==> src/rtl/i2cm_pkg.sv <==
package i2cm_pkg;
  typedef enum logic [1:0] {
    OP_START = 2'd0,
    OP_SEND  = 2'd1,
    OP_RECV  = 2'd2,
    OP_STOP  = 2'd3
  } bus_op_e;

  localparam int unsigned REG_W = 8;

  localparam int unsigned OFS_OWN  = 'h00;
  localparam int unsigned OFS_DIV  = 'h04;
  localparam int unsigned OFS_CTRL = 'h08;
  localparam int unsigned OFS_STS  = 'h0C;
  localparam int unsigned OFS_DATA = 'h10;

  localparam int unsigned CB_EN   = 7;
  localparam int unsigned CB_IEN  = 6;
  localparam int unsigned CB_MST  = 5;
  localparam int unsigned CB_TX   = 4;
  localparam int unsigned CB_TXAK = 3;
  localparam int unsigned CB_RSTA = 2;

  localparam int unsigned SB_BUSY = 5;
  localparam int unsigned SB_AL   = 4;
  localparam int unsigned SB_IRQ  = 1;
  localparam int unsigned SB_RXAK = 0;

  localparam logic [REG_W-1:0] OWN_MASK  = 8'hFE;
  localparam logic [REG_W-1:0] DIV_MASK  = 8'h3F;
  localparam logic [REG_W-1:0] CTRL_MASK = 8'hFC;
endpackage

==> src/rtl/i2cm_xfer.sv <==
module i2cm_xfer
  import i2cm_pkg::*;
#(
  parameter int unsigned BYTE_W = 8
) (
  input  logic              clk_i,
  input  logic              rst_ni,
  input  logic              launch_i,
  input  bus_op_e           launch_op_i,
  input  logic [BYTE_W-1:0] launch_byte_i,
  output logic              bus_valid_o,
  output bus_op_e           bus_op_o,
  output logic [BYTE_W-1:0] bus_byte_o,
  input  logic              bus_done_i,
  input  logic              bus_ack_i,
  input  logic [BYTE_W-1:0] bus_rdata_i,
  output logic              busy_o,
  output logic              done_o,
  output bus_op_e           done_op_o,
  output logic              done_ack_o,
  output logic [BYTE_W-1:0] done_data_o
);
  logic              busy_q, valid_q, auto_q;
  bus_op_e           op_q;
  logic [BYTE_W-1:0] byte_q;

  // a nacked send chains an end command without releasing the port
  always_ff @(posedge clk_i or negedge rst_ni) begin
    if (!rst_ni) begin
      busy_q  <= 1'b0;
      valid_q <= 1'b0;
      auto_q  <= 1'b0;
      op_q    <= OP_START;
      byte_q  <= '0;
    end else begin
      valid_q <= 1'b0;
      if (launch_i && !busy_q) begin
        busy_q  <= 1'b1;
        valid_q <= 1'b1;
        auto_q  <= 1'b0;
        op_q    <= launch_op_i;
        byte_q  <= launch_byte_i;
      end else if (busy_q && bus_done_i) begin
        if (op_q == OP_SEND && !bus_ack_i && !auto_q) begin
          op_q    <= OP_STOP;
          valid_q <= 1'b1;
          auto_q  <= 1'b1;
        end else begin
          busy_q <= 1'b0;
        end
      end
    end
  end

  assign bus_valid_o = valid_q;
  assign bus_op_o    = op_q;
  assign bus_byte_o  = byte_q;
  assign busy_o      = busy_q;
  assign done_o      = busy_q && bus_done_i && !auto_q;
  assign done_op_o   = op_q;
  assign done_ack_o  = bus_ack_i;
  assign done_data_o = bus_rdata_i;

  assert_valid_pulse_R11: assert property (@(posedge clk_i) disable iff (!rst_ni)
    bus_valid_o |=> !bus_valid_o);
  assert_launch_idle_R11: assert property (@(posedge clk_i) disable iff (!rst_ni)
    launch_i |-> !busy_q);
  assert_nack_stop_R8: assert property (@(posedge clk_i) disable iff (!rst_ni)
    (done_o && op_q == OP_SEND && !bus_ack_i) |=> (bus_valid_o && bus_op_o == OP_STOP));
endmodule

==> src/rtl/i2cm_status.sv <==
module i2cm_status
  import i2cm_pkg::*;
(
  input  logic             clk_i,
  input  logic             rst_ni,
  input  logic             soft_rst_i,
  input  logic             en_i,
  input  logic             ien_i,
  input  logic             raise_i,
  input  logic             busy_set_i,
  input  logic             busy_clr_i,
  input  logic             rxak_set_i,
  input  logic             rxak_clr_i,
  input  logic             lost_i,
  input  logic             wr_i,
  input  logic [REG_W-1:0] wdata_i,
  output logic [REG_W-1:0] status_o,
  output logic             irq_o
);
  logic busy_q, al_q, irq_q, rxak_q;
  logic unused_wd;
  assign unused_wd = ^wdata_i;

  always_ff @(posedge clk_i or negedge rst_ni) begin
    if (!rst_ni) begin
      busy_q <= 1'b0;
      al_q   <= 1'b0;
      irq_q  <= 1'b0;
      rxak_q <= 1'b0;
    end else if (soft_rst_i) begin
      busy_q <= 1'b0;
      al_q   <= 1'b0;
      irq_q  <= 1'b0;
      rxak_q <= 1'b0;
    end else begin
      if (busy_set_i)      busy_q <= 1'b1;
      else if (busy_clr_i) busy_q <= 1'b0;
      if (rxak_set_i)      rxak_q <= 1'b1;
      else if (rxak_clr_i) rxak_q <= 1'b0;
      if (lost_i)                          al_q <= 1'b1;
      else if (wr_i && !wdata_i[SB_AL])    al_q <= 1'b0;
      if (raise_i && en_i && ien_i)        irq_q <= 1'b1;
      else if (wr_i && !wdata_i[SB_IRQ])   irq_q <= 1'b0;
    end
  end

  always_comb begin
    status_o          = '0;
    status_o[SB_BUSY] = busy_q;
    status_o[SB_AL]   = al_q;
    status_o[SB_IRQ]  = irq_q;
    status_o[SB_RXAK] = rxak_q;
  end
  assign irq_o = irq_q;

  assert_irq_gate_R3: assert property (@(posedge clk_i) disable iff (!rst_ni)
    $rose(irq_q) |-> $past(en_i && ien_i && raise_i));
  assert_irq_clear_R4: assert property (@(posedge clk_i) disable iff (!rst_ni)
    (wr_i && !wdata_i[SB_IRQ]) |=> !irq_o);
  assert_irq_w1_R4: assert property (@(posedge clk_i) disable iff (!rst_ni)
    (wr_i && wdata_i[SB_IRQ] && irq_q && !soft_rst_i) |=> irq_o);
  assert_al_w1_R4: assert property (@(posedge clk_i) disable iff (!rst_ni)
    (wr_i && wdata_i[SB_AL] && al_q && !soft_rst_i) |=> al_q);
endmodule

==> src/rtl/i2c_master_regs.sv <==
module i2c_master_regs
  import i2cm_pkg::*;
#(
  parameter int unsigned ADDR_W = 5,
  parameter int unsigned BUS_W  = 16
) (
  input  logic              clk_i,
  input  logic              rst_ni,
  input  logic              req_valid_i,
  input  logic              req_write_i,
  input  logic [ADDR_W-1:0] req_addr_i,
  input  logic [BUS_W-1:0]  req_wdata_i,
  output logic              req_ready_o,
  output logic              rsp_valid_o,
  output logic [BUS_W-1:0]  rsp_rdata_o,
  output logic              bus_valid_o,
  output logic [1:0]        bus_op_o,
  output logic [7:0]        bus_byte_o,
  input  logic              bus_done_i,
  input  logic              bus_ack_i,
  input  logic              bus_lost_i,
  input  logic [7:0]        bus_rdata_i,
  output logic              irq_o
);
  localparam logic [ADDR_W-1:0] A_OWN  = ADDR_W'(OFS_OWN);
  localparam logic [ADDR_W-1:0] A_DIV  = ADDR_W'(OFS_DIV);
  localparam logic [ADDR_W-1:0] A_CTRL = ADDR_W'(OFS_CTRL);
  localparam logic [ADDR_W-1:0] A_STS  = ADDR_W'(OFS_STS);
  localparam logic [ADDR_W-1:0] A_DATA = ADDR_W'(OFS_DATA);

  logic [REG_W-1:0] own_q, div_q, ctrl_q, rdata_q, rsp_q, rd_mux, sts;
  logic             addr_open_q, rsp_valid_q;
  logic             x_busy, x_done, x_ack;
  bus_op_e          x_op, x_done_op;
  logic [REG_W-1:0] x_byte, x_data;
  logic             launch;
  bus_op_e          launch_op;
  logic [REG_W-1:0] launch_byte;

  logic unused_hi;
  assign unused_hi = ^req_wdata_i[BUS_W-1:REG_W];

  logic [REG_W-1:0] wbyte;
  logic acc, wr_acc, rd_acc;
  logic sel_own, sel_div, sel_ctrl, sel_sts, sel_data;
  logic soft_rst, ctrl_norm, recv_launch, rsta_close;
  logic done_addr, done_send, done_recv;

  assign req_ready_o = !x_busy;
  assign acc    = req_valid_i && req_ready_o;
  assign wr_acc = acc && req_write_i;
  assign rd_acc = acc && !req_write_i;
  assign wbyte  = req_wdata_i[REG_W-1:0];

  assign sel_own  = (req_addr_i == A_OWN);
  assign sel_div  = (req_addr_i == A_DIV);
  assign sel_ctrl = (req_addr_i == A_CTRL);
  assign sel_sts  = (req_addr_i == A_STS);
  assign sel_data = (req_addr_i == A_DATA);

  assign soft_rst    = wr_acc && sel_ctrl && ctrl_q[CB_EN] && !wbyte[CB_EN];
  assign ctrl_norm   = wr_acc && sel_ctrl && !soft_rst;
  assign rsta_close  = ctrl_norm && wbyte[CB_MST] && wbyte[CB_RSTA] && addr_open_q;
  assign recv_launch = rd_acc && sel_data && ctrl_q[CB_MST] && addr_open_q && !ctrl_q[CB_TX];

  assign done_addr = x_done && (x_done_op == OP_START);
  assign done_send = x_done && (x_done_op == OP_SEND);
  assign done_recv = x_done && (x_done_op == OP_RECV);

  // command selection; at most one source per accepted access
  always_comb begin
    launch      = 1'b0;
    launch_op   = OP_START;
    launch_byte = '0;
    if (soft_rst && addr_open_q) begin
      launch    = 1'b1;
      launch_op = OP_STOP;
    end else if (ctrl_norm && addr_open_q && (!wbyte[CB_MST] || wbyte[CB_RSTA])) begin
      launch    = 1'b1;
      launch_op = OP_STOP;
    end else if (wr_acc && sel_data && ctrl_q[CB_EN] && ctrl_q[CB_MST]) begin
      launch      = 1'b1;
      launch_op   = addr_open_q ? OP_SEND : OP_START;
      launch_byte = wbyte;
    end else if (recv_launch) begin
      launch    = 1'b1;
      launch_op = OP_RECV;
    end
  end

  always_ff @(posedge clk_i or negedge rst_ni) begin
    if (!rst_ni) begin
      own_q <= '0;
    end else if (wr_acc && sel_own) begin
      own_q <= wbyte & OWN_MASK;
    end
  end

  always_ff @(posedge clk_i or negedge rst_ni) begin
    if (!rst_ni) begin
      div_q       <= '0;
      ctrl_q      <= '0;
      addr_open_q <= 1'b0;
      rdata_q     <= '0;
    end else if (soft_rst) begin
      div_q       <= '0;
      ctrl_q      <= '0;
      addr_open_q <= 1'b0;
      rdata_q     <= '0;
    end else begin
      if (wr_acc && sel_div) div_q <= wbyte & DIV_MASK;
      if (ctrl_norm) begin
        ctrl_q <= wbyte & CTRL_MASK;
        if (rsta_close) ctrl_q[CB_RSTA] <= 1'b0;
        if (!wbyte[CB_MST] || wbyte[CB_RSTA]) addr_open_q <= 1'b0;
      end
      if (done_addr && x_ack)  addr_open_q <= 1'b1;
      if (done_send && !x_ack) addr_open_q <= 1'b0;
      if (rd_acc && sel_data && ctrl_q[CB_MST] && !recv_launch) rdata_q <= 8'hFF;
      if (done_recv) rdata_q <= x_data;
    end
  end

  always_comb begin
    rd_mux = '0;
    if (sel_own)  rd_mux = own_q;
    if (sel_div)  rd_mux = div_q;
    if (sel_ctrl) rd_mux = ctrl_q;
    if (sel_sts)  rd_mux = sts;
    if (sel_data) rd_mux = ctrl_q[CB_MST] ? 8'hFF : rdata_q;
  end

  always_ff @(posedge clk_i or negedge rst_ni) begin
    if (!rst_ni) begin
      rsp_valid_q <= 1'b0;
      rsp_q       <= '0;
    end else begin
      rsp_valid_q <= (rd_acc && !recv_launch) || done_recv;
      if (done_recv)                 rsp_q <= x_data;
      else if (rd_acc && !recv_launch) rsp_q <= rd_mux;
    end
  end

  assign rsp_valid_o = rsp_valid_q;
  assign rsp_rdata_o = {{(BUS_W-REG_W){1'b0}}, rsp_q};

  i2cm_xfer #(.BYTE_W(REG_W)) u_xfer (
    .clk_i         (clk_i),
    .rst_ni        (rst_ni),
    .launch_i      (launch),
    .launch_op_i   (launch_op),
    .launch_byte_i (launch_byte),
    .bus_valid_o   (bus_valid_o),
    .bus_op_o      (x_op),
    .bus_byte_o    (x_byte),
    .bus_done_i    (bus_done_i),
    .bus_ack_i     (bus_ack_i),
    .bus_rdata_i   (bus_rdata_i),
    .busy_o        (x_busy),
    .done_o        (x_done),
    .done_op_o     (x_done_op),
    .done_ack_o    (x_ack),
    .done_data_o   (x_data)
  );
  assign bus_op_o   = x_op;
  assign bus_byte_o = x_byte;

  i2cm_status u_status (
    .clk_i      (clk_i),
    .rst_ni     (rst_ni),
    .soft_rst_i (soft_rst),
    .en_i       (ctrl_q[CB_EN]),
    .ien_i      (ctrl_q[CB_IEN]),
    .raise_i    ((done_addr && x_ack) || (done_send && x_ack) || done_recv),
    .busy_set_i (ctrl_norm && wbyte[CB_MST]),
    .busy_clr_i (ctrl_norm && !wbyte[CB_MST]),
    .rxak_set_i ((done_addr || done_send) && !x_ack),
    .rxak_clr_i ((done_addr || done_send) && x_ack),
    .lost_i     (x_done && bus_lost_i),
    .wr_i       (wr_acc && sel_sts),
    .wdata_i    (wbyte),
    .status_o   (sts),
    .irq_o      (irq_o)
  );

  assert_soft_rst_R2: assert property (@(posedge clk_i) disable iff (!rst_ni)
    soft_rst |=> (ctrl_q == '0 && div_q == '0 && !addr_open_q && !irq_o));
  assert_own_keep_R2: assert property (@(posedge clk_i) disable iff (!rst_ni)
    soft_rst |=> (own_q == $past(own_q)));
  assert_stall_R11: assert property (@(posedge clk_i) disable iff (!rst_ni)
    bus_valid_o |-> !req_ready_o);
  assert_plain_rsp_R1: assert property (@(posedge clk_i) disable iff (!rst_ni)
    (rd_acc && !recv_launch) |=> rsp_valid_o);
  assert_disabled_data_R10: assert property (@(posedge clk_i) disable iff (!rst_ni)
    (wr_acc && sel_data && !ctrl_q[CB_EN]) |=> !bus_valid_o);
  assert_rsta_R6: assert property (@(posedge clk_i) disable iff (!rst_ni)
    rsta_close |=> (!ctrl_q[CB_RSTA] && bus_valid_o && bus_op_o == 2'd3));
endmodule

==> config.mk <==
export PLATFORM = sky130hd
export DESIGN_NAME = i2c_master_regs
export DESIGN_NICKNAME = d
export VERILOG_FILES = /design/src/rtl/i2cm_pkg.sv /design/src/rtl/i2cm_xfer.sv /design/src/rtl/i2cm_status.sv /design/src/rtl/i2c_master_regs.sv
export SDC_FILE = /design/constraint.sdc
export NUM_CORES = 1
export LEC_CHECK = 0
export BUFFER_PORTS_ARGS = -buffer_cell sky130_fd_sc_hd__buf_2
export CAP_MARGIN = 40
export CORE_MARGIN = 2
export CORE_UTILIZATION = 48
export CTS_CLUSTER_SIZE = 24
export DETAILED_ROUTE_END_ITERATION = 7
export PLACE_DENSITY = 0.77
export RECOVER_POWER = 50
export SYNTH_ARGS = -nofsm -noshare
export SYNTH_HDL_FRONTEND = slang
export SYNTH_SLANG_ARGS = --single-unit
==> constraint.sdc <==
create_clock -name clk_i -period 1.86 [get_ports clk_i]
set_input_delay 0.093 -clock clk_i [delete_from_list [all_inputs] [get_ports clk_i]]
set_output_delay 0.093 -clock clk_i [all_outputs]
set_load 0.02 [all_outputs]
---- Word level (Yosys, flattened, before mapping) ----
Cells that the tools add are included.
operators by class
  reduce and logical (&&, ||, !) cells .... 77
  equality and inequality tests ........... 7
  multiplexer cells ....................... 57
operator list
  cell                count
  $mux 8              18
  $logic_and 1x1->1   44
  $mux 1              32
  $reduce_bool 3->1   5
  $mux 2              7
  $logic_not 1->1     11
  $eq 5x4->1 const B  2
  $reduce_bool 2->1   5
  $reduce_bool 4->1   2
  $reduce_and 2->1    3
  $eq 5x3->1 const B  1
  $eq 5x5->1 const B  1
  $logic_not 5->1     1
  $logic_or 1x1->1    5
  $eq 2x1->1 const B  1
  $eq 2x2->1 const B  1
  $logic_not 2->1     1
  $ne 2x1->1 const B  1
storage, ports and cells
  bits in registers ....................... 58
  output and inout port bits .............. 30
  logic and storage cells ................. 157

---- Longest topological paths before layout ----
  depth after elaboration ................. 15
  gate-level depth with buffers ........... 8

---- Hierarchy ----
From an unflattened synthesis, not the netlist that was laid out.
unflattened totals
  cell total of the unflattened synthesis .. 305
  area total of the unflattened synthesis .. 3,040.4 sq um
modules (own cells, without submodules)
  module           seq. area each (sq um)  cells an instance  area an instance (sq um)  instances
  i2c_master_regs  925.9                   213                2,165.8                   1
  i2cm_xfer        325.3                   66                 616.8                     1
  i2cm_status      100.1                   26                 257.7                     1

---- Least setup slack after synthesis ----
No wires, ideal clock.
  path kind ............................... reg2reg
  start ................................... register u_xfer.busy_q (netlist: u_xfer.busy_o)
  end ..................................... register u_xfer.byte_q[2] (netlist: u_xfer.bus_byte_o[2])
  library setup time ...................... 121 ps
  arrival ................................. 1,671 ps
  cell stages (with the launch flop) ...... 9
  clock period less this slack ............ 1,792 ps
  setup slack ............................. 68 ps
  buffers on the path ..................... 3
  cell sequence ........................... dfrtp_1 -> and3b_1 -> clkbuf_1 -> and4_1 -> clkbuf_2 -> nand3_1 -> o31a_1 -> buf_6 -> a22o_1
between the ends
  cells in the longest elaborated chain, start to end .. 13
  elaborated cells between the ends (all ways) .. 27
  classes of those cells .................. mux (7); reduce/logical (20)
ends and longest elaborated chain
  what                            RTL line                                      text
  start: declaration              i2cm_xfer.sv:23                               logic busy_q, valid_q, auto_q;
  start signal: assignment        i2cm_xfer.sv:30                               busy_q <= 1'b0;
  start signal: assignment        i2cm_xfer.sv:38                               busy_q <= 1'b1;
  start signal: assignment        i2cm_xfer.sv:49                               busy_q <= 1'b0;
  $logic_not 1->1 *               i2cm_xfer.sv:37, i2c_master_regs.sv:49
  $logic_and 1x1->1               i2c_master_regs.sv:50                         assign acc = req_valid_i && req_ready_o;
  $logic_and 1x1->1               i2c_master_regs.sv:51                         assign wr_acc = acc && req_write_i;
  $logic_and 1x1->1               i2c_master_regs.sv:61, i2c_master_regs.sv:62
  $logic_and 1x1->1 (2 in a row)  i2c_master_regs.sv:61                         assign soft_rst = wr_acc && sel_ctrl && ctrl_q[CB_EN] && !wbyte[CB_EN];
  $logic_not 1->1                 i2c_master_regs.sv:62                         assign ctrl_norm = wr_acc && sel_ctrl && !soft_rst;
  $logic_and 1x1->1               i2c_master_regs.sv:62
  $logic_and 1x1->1 (2 in a row)  i2c_master_regs.sv:78                         end else if (ctrl_norm && addr_open_q && (!wbyte[CB_MST] || wbyte[CB_RSTA])) begin
  $mux 1                          i2c_master_regs.sv:78
  $mux 1                          i2c_master_regs.sv:75                         if (soft_rst && addr_open_q) begin
  $logic_and 1x1->1               i2cm_xfer.sv:37                               if (launch_i && !busy_q) begin
  end signal: assignment          i2cm_xfer.sv:42                               byte_q <= launch_byte_i;
  end: declaration                i2cm_xfer.sv:25                               logic [BYTE_W-1:0] byte_q;
Mark *: on every way between the ends. The rest lies on a longest branch, timed or not.
A chain may end at the register's enable or synchronous reset.

---- Final worst setup path ----
  start ................................... register ctrl_q[5]
  end ..................................... register rsp_q[7]
between the ends
  cells in the longest elaborated chain, start to end .. 6
  elaborated cells between the ends (all ways) .. 10
  classes of those cells .................. mux (4); reduce/logical (6)
ends and longest elaborated chain
  what                            RTL line                text
  start: declaration              i2c_master_regs.sv:31   logic [REG_W-1:0] own_q, div_q, ctrl_q, rdata_q, rsp_q, rd_mux, sts;
  start signal: assignment        i2c_master_regs.sv:113  ctrl_q <= wbyte & CTRL_MASK;
  $logic_and 1x1->1 (3 in a row)  i2c_master_regs.sv:64   assign recv_launch = rd_acc && sel_data && ctrl_q[CB_MST] && addr_open_q && !ctrl_q[CB_TX];
  $logic_not 1->1                 i2c_master_regs.sv:140  else if (rd_acc && !recv_launch) rsp_q <= rd_mux;
  $logic_and 1x1->1               i2c_master_regs.sv:140
  $reduce_bool 2->1 (no line)     --
  end signal: assignment          i2c_master_regs.sv:139  if (done_recv) rsp_q <= x_data;
  end signal: assignment          i2c_master_regs.sv:140
  end: declaration                i2c_master_regs.sv:31
Parallel ways exist; a longest one is shown, timed or not. The select of a mux whose other input is x is not followed.

==> results_dict.tcl <==
set metrics [dict create \
    synth.cell_area_um2 2700 \
    grt-ovfl-total 0 \
    grt_pass1_vias 2195 \
    r2r_setup_slack_ps 130 \
    fmax_mhz 577 \
    p_sw_uw 1070 \
    viasPerCell 5.63 \
    async_reset_ff_frac 1.00 \
    cts_num_sinks 54 \
    layout_common_cells "54 x dfrtp_1, 38 x buf_2, 27 x nand2_1" \
    start_util 0.494 \
    track_usage 0.229 \
    drt_iter0_drc 175 \
    ys_ff_latch 54 \
    cap_violations 0 \
    holdPathEnd "u_xfer.bus_byte_o[6]" \
    yosys.area.top_type "dfrtp_1" \
    core_um2 5470 \
    worst_pin_slew_ps 1370 \
    cts_buffers 5 \
    layout_worst_path_cycle_share 0.932 \
    critPathMaxFanout 6 \
    rsz0062_at_grt "no" \
    reg2reg_from "ctrl_q[5]" \
    cp_num_buf_inv 0 \
    synthSimpleGateAreaFrac 0.196 \
    max_stage_delay_ps 480 \
    yosysUniqueCellTypes 50 \
    clkTransAtPathRegs_ps 120 \
    crit_path_end_kind "register" \
    final_common_cell "dfrtp_1" \
    slowest_stage "dfrtp_1" \
    netlist_top_cells_area "dfrtp_1 50%, o21ai_0 4.6%, mux2i_1 4.1%" \
    placementRows 27 \
    switching_share 0.342 \
    dpl_cell_area_um2 3060 \
    drc_errors 0 \
    worst-setup-path-type "reg2reg" \
    antenna_found_initial 0 \
    root_buffer "clkbuf_8" \
    numPortBuffers 49 \
    leakage_uw 0.00157 \
    ys_seq_area_frac 0.500 \
    synth_compound_area_frac 0.164 \
    fin_area_um2 3200 \
    hold_viol 0 \
    ys.flop_type "dfrtp_1" \
    outcome "complete, no violations" \
    rr_worst_depth 4 \
    path_cells "nor4bb_1 > a31oi_2 > or2_2 > o221a_2" \
    synth_cells 266 \
    hold_depth 2 \
    synth_top_family_by_area "simple AND/OR/NAND/NOR gates" \
    setup_tns_ps 0 \
    skew_ps 17.8 \
    ioPinCount 66 \
    synth_mux_area_frac 0.0741 \
    n_antenna_cell 0 \
    dp_hpwl_mm 4.81 \
    crit_family "simple AND/OR/NAND/NOR gates" \
    drtPass1Iterations 4 \
    grt_first_pass_wirelength_mm 11.1 \
    crit_arrival_ps 1940 \
    synth-edff-count 0 \
    finalWirelength_mm 6.72 \
    synth_adder_area_share 0 \
    clkPwrFrac 0.229 \
    setup_viol 0 \
    crit_required_ps 2070 \
    layout_setup_ws_ps 126 \
    holdCritStartpoint "req_wdata_i[6]" \
    cp-start-kind "register" \
    seq_power_share 0.516 \
    vias 2259 \
    die-area_um2 6250 \
    fin_crit_ps 1730 \
    routedWlPerCell_um 16.8 \
    drive_gt1_frac 0.264 \
    p_comb_frac 0.254 \
    areaGrowthSynthToFinish_pct 18.3 \
    reg2reg_to "rsp_q[7]" \
    ys_warn_count 0 \
    die_x_um 79.0 \
    clock_path_buffers 2 \
    postSynthAreaPerCell_um2 10.2 \
    min_path_type "in2reg" \
    grt_max_degree 31 \
    nets 364 \
    die_h_um 79.0 \
    cts_tree "yes" \
    internal_power_uw 2050 \
    slew-limit-headroom 0.0864 \
    p_per_area_nw_per_um2 975 \
    synth_xor_area_frac 0.00324 \
    synth_top_area_share 0.500 \
    slew_violations 0 \
    gp_congestion 0.905 \
    postRouteAntennaNets 0 \
    ir_drop_uv 398 \
    place_ws_ps 98.9 \
    clk_latency_ps 330 \
    h-tree-depth 2 \
]
layout make-up:
cell class	count	area, um^2
clock buffers	5	68.8
clock inverters	3	26.3
fillers	513	2270
inverters	5	18.8
multi-input cells	191	1220
flip-flops and latches	54	1350
well taps	72	90.1
repair buffers	71	422
worst max path at each step:
stage	end	depth (start not counted)	start	slack, ps
after global routing	rsp_q[5]	6	u_xfer.busy_o	0.8
after detailed placement	u_xfer.bus_byte_o[3]	6	req_addr_i[2]	100
final	rsp_q[7]	4	ctrl_q[5]	130
after global placement	u_xfer.bus_byte_o[5]	5	u_xfer.busy_o	140
after CTS	rsp_q[5]	6	u_xfer.busy_o	80
after floorplan	u_xfer.bus_byte_o[2]	8	u_xfer.busy_o	70
cell usage after synthesis (all sizes together), types with 5 or more instances:
| cell | instances |
|---|---|
| a21oi | 7 |
| a22o | 8 |
| buf | 16 |
| clkbuf | 7 |
| dfrtp | 54 |
| inv | 5 |
| mux2 | 8 |
| mux2i | 11 |
| nand2 | 27 |
| nand2b | 5 |
| nand3 | 12 |
| nor2 | 19 |
| nor3 | 6 |
| o21ai | 25 |
| o221a | 6 |
registers in the layout (all words and copies together) (netlist names), 2 cells and up:
signal,cells
rdata_q,8
rsp_q,8
u_xfer.bus_byte_o,8
own_q,7
ctrl_q,6
div_q,6
u_xfer.bus_op_o,2
cells by family (layout without fill, tap and decap cells):
| logic type | after synthesis | in the layout |
|---|---|---|
| compound gates | 64 | 64 |
| xor+xnor | 1 | 1 |
| buf+inv | 28 | 84 |
| flops | 54 | 54 |
| mux | 19 | 19 |
| other cells | 1 | 8 |
| simple gates | 99 | 99 |
repair_timing:
| action | in CTS | in global routing |
|---|---|---|
| hold buffers | 3 | 2 |
| endpoints found under the setup margin | 0 | 11 |
| setup buffers | 0 | 0 |
| resized for setup | 0 | 2 |
| endpoints found under the hold margin | 26 | 2 |
layer usage:
layer / global-route usage / share of wire
met1: 0.319 / 0.45
met4: 0.0690 / 0.013
met5: 0 / 0
met2: 0.364 / 0.48
met3: 0.0432 / 0.055
worst reg2reg max path, cell delays in order (launching register included):
cell      delay, ps
dfrtp_1         480
nor4bb_1        380
a31oi_2         160
or2_2           340
o221a_2         260
power groups by stage:
stage / sequential [uW] / combinational (uW) / clock, uW
3_5_place_dp: 1630 / 799 / 0
2_1_floorplan: 1680 / 451 / 0
5_1_grt: 1650 / 876 / 774
3_3_place_gp: 1620 / 776 / 0
4_1_cts: 1610 / 807 / 726
6_report: 1610 / 793 / 714
metrics by stage:
stage | std cells | utilization | hold WS, ps | total power, uW
global route | 401 | 0.584 | 1.24 | 3300
CTS | 399 | 0.582 | 0.0209 | 3140
floorplan | 273 | - | -203 | 2130
finish | 401 | 0.584 | 6.23 | 3120
global placement | 388 | 0.559 | 111 | 2390
detailed placement | 388 | 0.559 | 127 | 2430
Note: power is estimated with default switching activity, not from simulation.
